--- config.mk ---
export PLATFORM = sky130hd
export DESIGN_NAME = mdrop_addr_filter
export DESIGN_NICKNAME = d
export VERILOG_FILES = /design/src/rtl/mdrop_pkg.sv /design/src/rtl/mdrop_classify.sv /design/src/rtl/mdrop_enable_state.sv /design/src/rtl/mdrop_out_stage.sv /design/src/rtl/mdrop_addr_filter.sv
export SDC_FILE = /design/constraint.sdc
export NUM_CORES = 1
export LEC_CHECK = 0
export ABC_AREA = 1
export BUFFER_PORTS_ARGS = -buffer_cell sky130_fd_sc_hd__buf_4
export CORE_MARGIN = 2
export CORE_UTILIZATION = 45
export DETAILED_ROUTE_END_ITERATION = 10
export HOLD_SLACK_MARGIN = 0.03
export PLACE_DENSITY = 0.76
export SYNTH_ARGS = -nofsm -noshare
export SYNTH_HDL_FRONTEND = slang
export SYNTH_SLANG_ARGS = --single-unit
--- constraint.sdc ---
create_clock -name clk -period 1.5 [get_ports clk]
set_input_delay 0.225 -clock clk [delete_from_list [all_inputs] [get_ports clk]]
set_output_delay 0.225 -clock clk [all_outputs]
set_load 0.05 [all_outputs]
--- src/rtl/mdrop_pkg.sv ---
// Shared types for the multidrop address filter.
// Assumes: one character is classified per rx_valid strobe.
package mdrop_pkg;

    // Per-character decision produced by the classifier
    typedef struct packed {
        logic push;    // write the character into the FIFO
        logic flag;    // status bit stored beside the character
        logic irq;     // raise the line-status interrupt
        logic en_set;  // automatic mode: enable receiver
        logic en_clr;  // automatic mode: disable receiver
    } md_dec_t;

endpackage

--- src/rtl/mdrop_classify.sv ---
// Combinational classifier: decides drop/forward/self-enable for one character.
// Assumes: auto_en is the registered automatic-mode receiver enable.
module mdrop_classify
    import mdrop_pkg::*;
#(
    parameter int DATA_W = 8
) (
    input  logic              rx_valid,
    input  logic [DATA_W-1:0] rx_data,
    input  logic              rx_bit9,
    input  logic              rx_par_err,
    input  logic              md_en,
    input  logic              auto_mode,
    input  logic [DATA_W-1:0] slave_addr,
    input  logic              sw_rx_en,
    input  logic              auto_en,
    output md_dec_t           dec
);

    logic addr_hit;

    // Compare the character against the programmed station address
    assign addr_hit = (rx_data == slave_addr);

    // Build the decision for the current character
    always_comb begin
        dec = '0;
        if (rx_valid) begin
            if (!md_en) begin
                dec.push = 1'b1;
                dec.flag = rx_par_err;
                dec.irq  = rx_par_err;
            end else if (!auto_mode) begin
                if (rx_bit9) begin
                    dec.push = 1'b1;
                    dec.flag = 1'b1;
                    dec.irq  = 1'b1;
                end else begin
                    dec.push = sw_rx_en;
                end
            end else begin
                if (rx_bit9) begin
                    if (addr_hit) begin
                        dec.push   = 1'b1;
                        dec.flag   = rx_bit9;
                        dec.irq    = 1'b1;
                        dec.en_set = 1'b1;
                    end else begin
                        dec.en_clr = 1'b1;
                    end
                end else begin
                    dec.push = auto_en;
                    dec.flag = rx_bit9;
                end
            end
        end
    end

endmodule

--- src/rtl/mdrop_enable_state.sv ---
// Holds the automatic-mode receiver enable.
// Assumes: set and clear never occur together (classifier guarantees it).
module mdrop_enable_state (
    input  logic clk,
    input  logic rst_n,
    input  logic auto_sel,
    input  logic en_set,
    input  logic en_clr,
    output logic auto_en
);

    // Track enable; cleared whenever automatic mode is not selected
    always_ff @(posedge clk) begin
        if (!rst_n)        auto_en <= 1'b0;
        else if (!auto_sel) auto_en <= 1'b0;
        else if (en_set)   auto_en <= 1'b1;
        else if (en_clr)   auto_en <= 1'b0;
    end

endmodule

--- src/rtl/mdrop_out_stage.sv ---
// Registers the FIFO push and keeps the sticky line-status interrupt.
// Assumes: irq set has priority over acknowledge.
module mdrop_out_stage
    import mdrop_pkg::*;
#(
    parameter int DATA_W = 8
) (
    input  logic              clk,
    input  logic              rst_n,
    input  md_dec_t           dec,
    input  logic [DATA_W-1:0] rx_data,
    input  logic              irq_ack,
    output logic              push_valid,
    output logic [DATA_W-1:0] push_data,
    output logic              push_flag,
    output logic              lsr_irq
);

    // Register the push strobe and the pushed character
    always_ff @(posedge clk) begin
        if (!rst_n) begin
            push_valid <= 1'b0;
            push_data  <= '0;
            push_flag  <= 1'b0;
        end else begin
            push_valid <= dec.push;
            if (dec.push) begin
                push_data <= rx_data;
                push_flag <= dec.flag;
            end
        end
    end

    // Sticky interrupt: set by an event, cleared by acknowledge
    always_ff @(posedge clk) begin
        if (!rst_n)       lsr_irq <= 1'b0;
        else if (dec.irq) lsr_irq <= 1'b1;
        else if (irq_ack) lsr_irq <= 1'b0;
    end

endmodule

--- src/rtl/mdrop_addr_filter.sv ---
// Top: nine-bit multidrop address filter between deserializer and receive FIFO.
// Assumes: inputs are synchronous to clk; one-cycle push latency.
module mdrop_addr_filter
    import mdrop_pkg::*;
#(
    parameter int DATA_W = 8
) (
    input  logic              clk,
    input  logic              rst_n,
    input  logic              rx_valid,
    input  logic [DATA_W-1:0] rx_data,
    input  logic              rx_bit9,
    input  logic              rx_par_err,
    input  logic              md_en,
    input  logic              auto_mode,
    input  logic [DATA_W-1:0] slave_addr,
    input  logic              sw_rx_en,
    input  logic              irq_ack,
    output logic              push_valid,
    output logic [DATA_W-1:0] push_data,
    output logic              push_flag,
    output logic              lsr_irq
);

    md_dec_t dec;
    logic    auto_en;
    logic    auto_sel;

    // Automatic mode is active only inside multidrop operation
    assign auto_sel = md_en & auto_mode;

    mdrop_classify #(.DATA_W(DATA_W)) u_classify (
        .rx_valid   (rx_valid),
        .rx_data    (rx_data),
        .rx_bit9    (rx_bit9),
        .rx_par_err (rx_par_err),
        .md_en      (md_en),
        .auto_mode  (auto_mode),
        .slave_addr (slave_addr),
        .sw_rx_en   (sw_rx_en),
        .auto_en    (auto_en),
        .dec        (dec)
    );

    mdrop_enable_state u_enable (
        .clk      (clk),
        .rst_n    (rst_n),
        .auto_sel (auto_sel),
        .en_set   (dec.en_set),
        .en_clr   (dec.en_clr),
        .auto_en  (auto_en)
    );

    mdrop_out_stage #(.DATA_W(DATA_W)) u_out (
        .clk        (clk),
        .rst_n      (rst_n),
        .dec        (dec),
        .rx_data    (rx_data),
        .irq_ack    (irq_ack),
        .push_valid (push_valid),
        .push_data  (push_data),
        .push_flag  (push_flag),
        .lsr_irq    (lsr_irq)
    );

endmodule

==> metrics.cfg <==
[status]
outcome=finished, final reports clean

[grt]
antenna_violations_before_repair=0
grt_total_usage=0.1713
maximum_number_of_pins_on_one_net_before_global_route_repair=23
groute.layer.met1.usage=0.2258
groute.layer.met3.usage=0.06923
first_global_vias=711
overflow=0
grt-busiest-layer=met2
grt_first_pass_wirelength_microns=2773
use_met2=0.2811

[clock_network]
cts_num_sinks=12
hold_buffers=0
worst_skew_pair.late_latency_ps=260
ctsHtreeMaxLevel=1
cts_tree=built
cts_setup_buffers=0
post_cts_resize_count=0
path_clk_slew_ps=70
numCtsBuffers=3
root_buffer=sky130_fd_sc_hd__clkbuf_4
ctsLongestPathBuffers=2

[worst_setup_path]
timing.critical_path.from_type=input port
reg2regPathDepth=6
startpoint=rx_data[2]
r2r_setup_slack_ps=420
class_of_the_most_critical_setup_path=in -> reg
path_max_fanout=19
critical_path_sink=u_out.push_data[1]
r2r-end=u_out.push_data[1]
crit_required_ps=1660
r2r_start=u_enable.auto_en
critPathCaptureType=register
critical_path_arrival_ps=1360

[synthesis]
synth_most_common_cell=sky130_fd_sc_hd__nand2_1
synth.distinct_cells=19
synth_top_cells_by_count=47 x sky130_fd_sc_hd__nand2_1, 23 x sky130_fd_sc_hd__inv_1, 21 x sky130_fd_sc_hd__nor2_1, 12 x sky130_fd_sc_hd__dfxtp_1, 12 x sky130_fd_sc_hd__nand3_1
dominantRegCellSynth=sky130_fd_sc_hd__dfxtp_1
number_of_synthesized_flops_with_an_enable_pin=0
share_of_yosys_cell_area_claimed_by_the_top_area_cell_type=0.2849
async_flop_share=0
synth_area_sq_um=843.3
ys_seq_area_frac=0.2849
syn-mean-instance-area_sq_um=6.067
synth_top_cell_by_area=sky130_fd_sc_hd__dfxtp_1
synthesized_netlist_cell_count=139
synth_area_leaders=sky130_fd_sc_hd__dfxtp_1 28%, sky130_fd_sc_hd__nand2_1 21%, sky130_fd_sc_hd__inv_1 10%
synth.ff_latch_count=12
postSynthNetCount=164
total_of_warnings_raised_by_yosys=0

[sta]
final_min_period_over_clock_period=0.7982
fin_tns_setup_ps=0
grt_setup_unrepaired=false
transition_at_the_pin_with_the_smallest_max_transition_slack_ps=376.3
finalClockSkew_ps=1.772
final-max-slew-violation-count=0
max_freq_mhz=835.2
finalSetupViolations=0
finalHoldViolations=0
worst_slew_margin_rel=0.7465
min_period_ps=1197

[routing]
dr_total_vias=907
drt_iter0_markers=18
drt.antenna.violating_nets=0
detail_route.drc_violations=0
finalWirelength_microns=1744
wl_per_cell_microns=8.808
routed_via_density=4.581
drt_pre_antenna_iters=4

[pwr]
fin_total_pwr_w=0.0008460
ir_worst_vdd_v=0.0008627
total_leakage_power_nw=0.6345
cellPowerDensity_nw_per_um2=757.1

[cells_and_area]
num-fill-cells=160
multi_input_area_sq_um=474.2
register_area_sq_um=240.2
finalCoreUtilization=0.6401
area.growth.synth_to_final_pct=32.49
num-nets-final=200
ant_cells=0
fraction_of_final_layout_cells_sized_beyond_drive_strength_1=0.2832

[floorplan]
dieWidth_microns=47.29
dieHeight_microns=47.29
core.rowCount=15
initial_utilization=0.4832
design.core.area_sq_um=1745
boundaryPins=36
die_area_sq_um=2236

[worst_hold_path]
timing.hold.worst.class=in -> reg

[place]
buffer_ports.inserted=35
routabilityCongestion=0.8449
place_hpwl_microns=1437

[run]
cap_violations=0

==> layout make-up <==
| cell class | instances | area share |
|---|---|---|
| multi-input combinational | 100 | 0.4244 |
| timing repair buffer | 35 | 0.2352 |
| sequential | 12 | 0.2150 |
| inverter | 23 | 0.07727 |
| tap | 25 | 0.02800 |
| clock buffer | 3 | 0.02016 |
==> cell usage in the layout (no fill, tap or decap), drive strengths merged <==
cell and count:
nor4 1, o21bai 1, and2 1, a21oi 12, o21ai 1, nand2 48, nor2 21, clkbuf 3
a22oi 1, buf 35, nand3 13, inv 23, dfxtp 12, xnor2 1
==> metrics by stage <==
step	setup slack (ps)	area (sq um)	hold WS, ps	instances
2_1_floorplan	233.3	843.3	387.4	139
6_report	302.7	1117	210.0	198
3_3_place_gp	73.57	1095	455.4	195
3_5_place_dp	18.51	1095	460.8	195
4_1_cts	300.1	1117	201.1	198
5_1_grt	172.2	1117	240.3	198
==> metal layers <==
layer,vias up,wire length (microns),part of all wire
li1,493,-,-
met1,387,778,0.45
met2,27,825,0.47
met3,0,139,0.080
met4,0,0,0
met5,-,0,0
==> worst max-delay path, cell delays in order <==
cell and delay (ps):
sky130_fd_sc_hd__buf_4 110, sky130_fd_sc_hd__inv_1 60, sky130_fd_sc_hd__nand2_1 60, sky130_fd_sc_hd__and2_1 150, sky130_fd_sc_hd__nand2_1 60, sky130_fd_sc_hd__nor2_1 40, sky130_fd_sc_hd__nand3_1 50, sky130_fd_sc_hd__nand2_1 60
sky130_fd_sc_hd__nand2_2 70, sky130_fd_sc_hd__nand3_4 210, sky130_fd_sc_hd__a21oi_2 200, sky130_fd_sc_hd__nor2_1 50
==> cells by family after synthesis <==
logic type                after synthesis  synth area share
and+or+nand+nor                        84            0.4169
xor gates and xnor gates                1           0.01039
buffers and inverters                  27            0.1528
AOI/OAI and AO/OA                      15            0.1350
DFF                                    12            0.2849
==> where the power goes <==
group,switching [W],total [W],internal [W]
Sequential,0.0000136,0.000354,0.000341
Clock,0.0000927,0.000185,0.0000927
Combinational,0.000187,0.000306,0.000120
Total,0.000293,0.000846,0.000553
==> flip-flops by register name, indices dropped and copies added, names as in the netlist <==
signal / flops
u_out.push_data: 8
u_out.push_valid: 1
u_enable.auto_en: 1
u_out.lsr_irq: 1
u_out.push_flag: 1
==> how the worst min path moves through the flow <==
stage	start	endpoint	slack [ps]	cells past startpoint
3_5_place_dp	u_out.lsr_irq	u_out.lsr_irq	460	2
2_1_floorplan	md_en	u_enable.auto_en	390	2
5_1_grt	rst_n	u_out.push_data[2]	240	3
6_report	irq_ack	u_out.lsr_irq	210	4
3_3_place_gp	u_out.lsr_irq	u_out.lsr_irq	460	2
4_1_cts	irq_ack	u_out.lsr_irq	200	4
(Power assumes the default switching activity.)
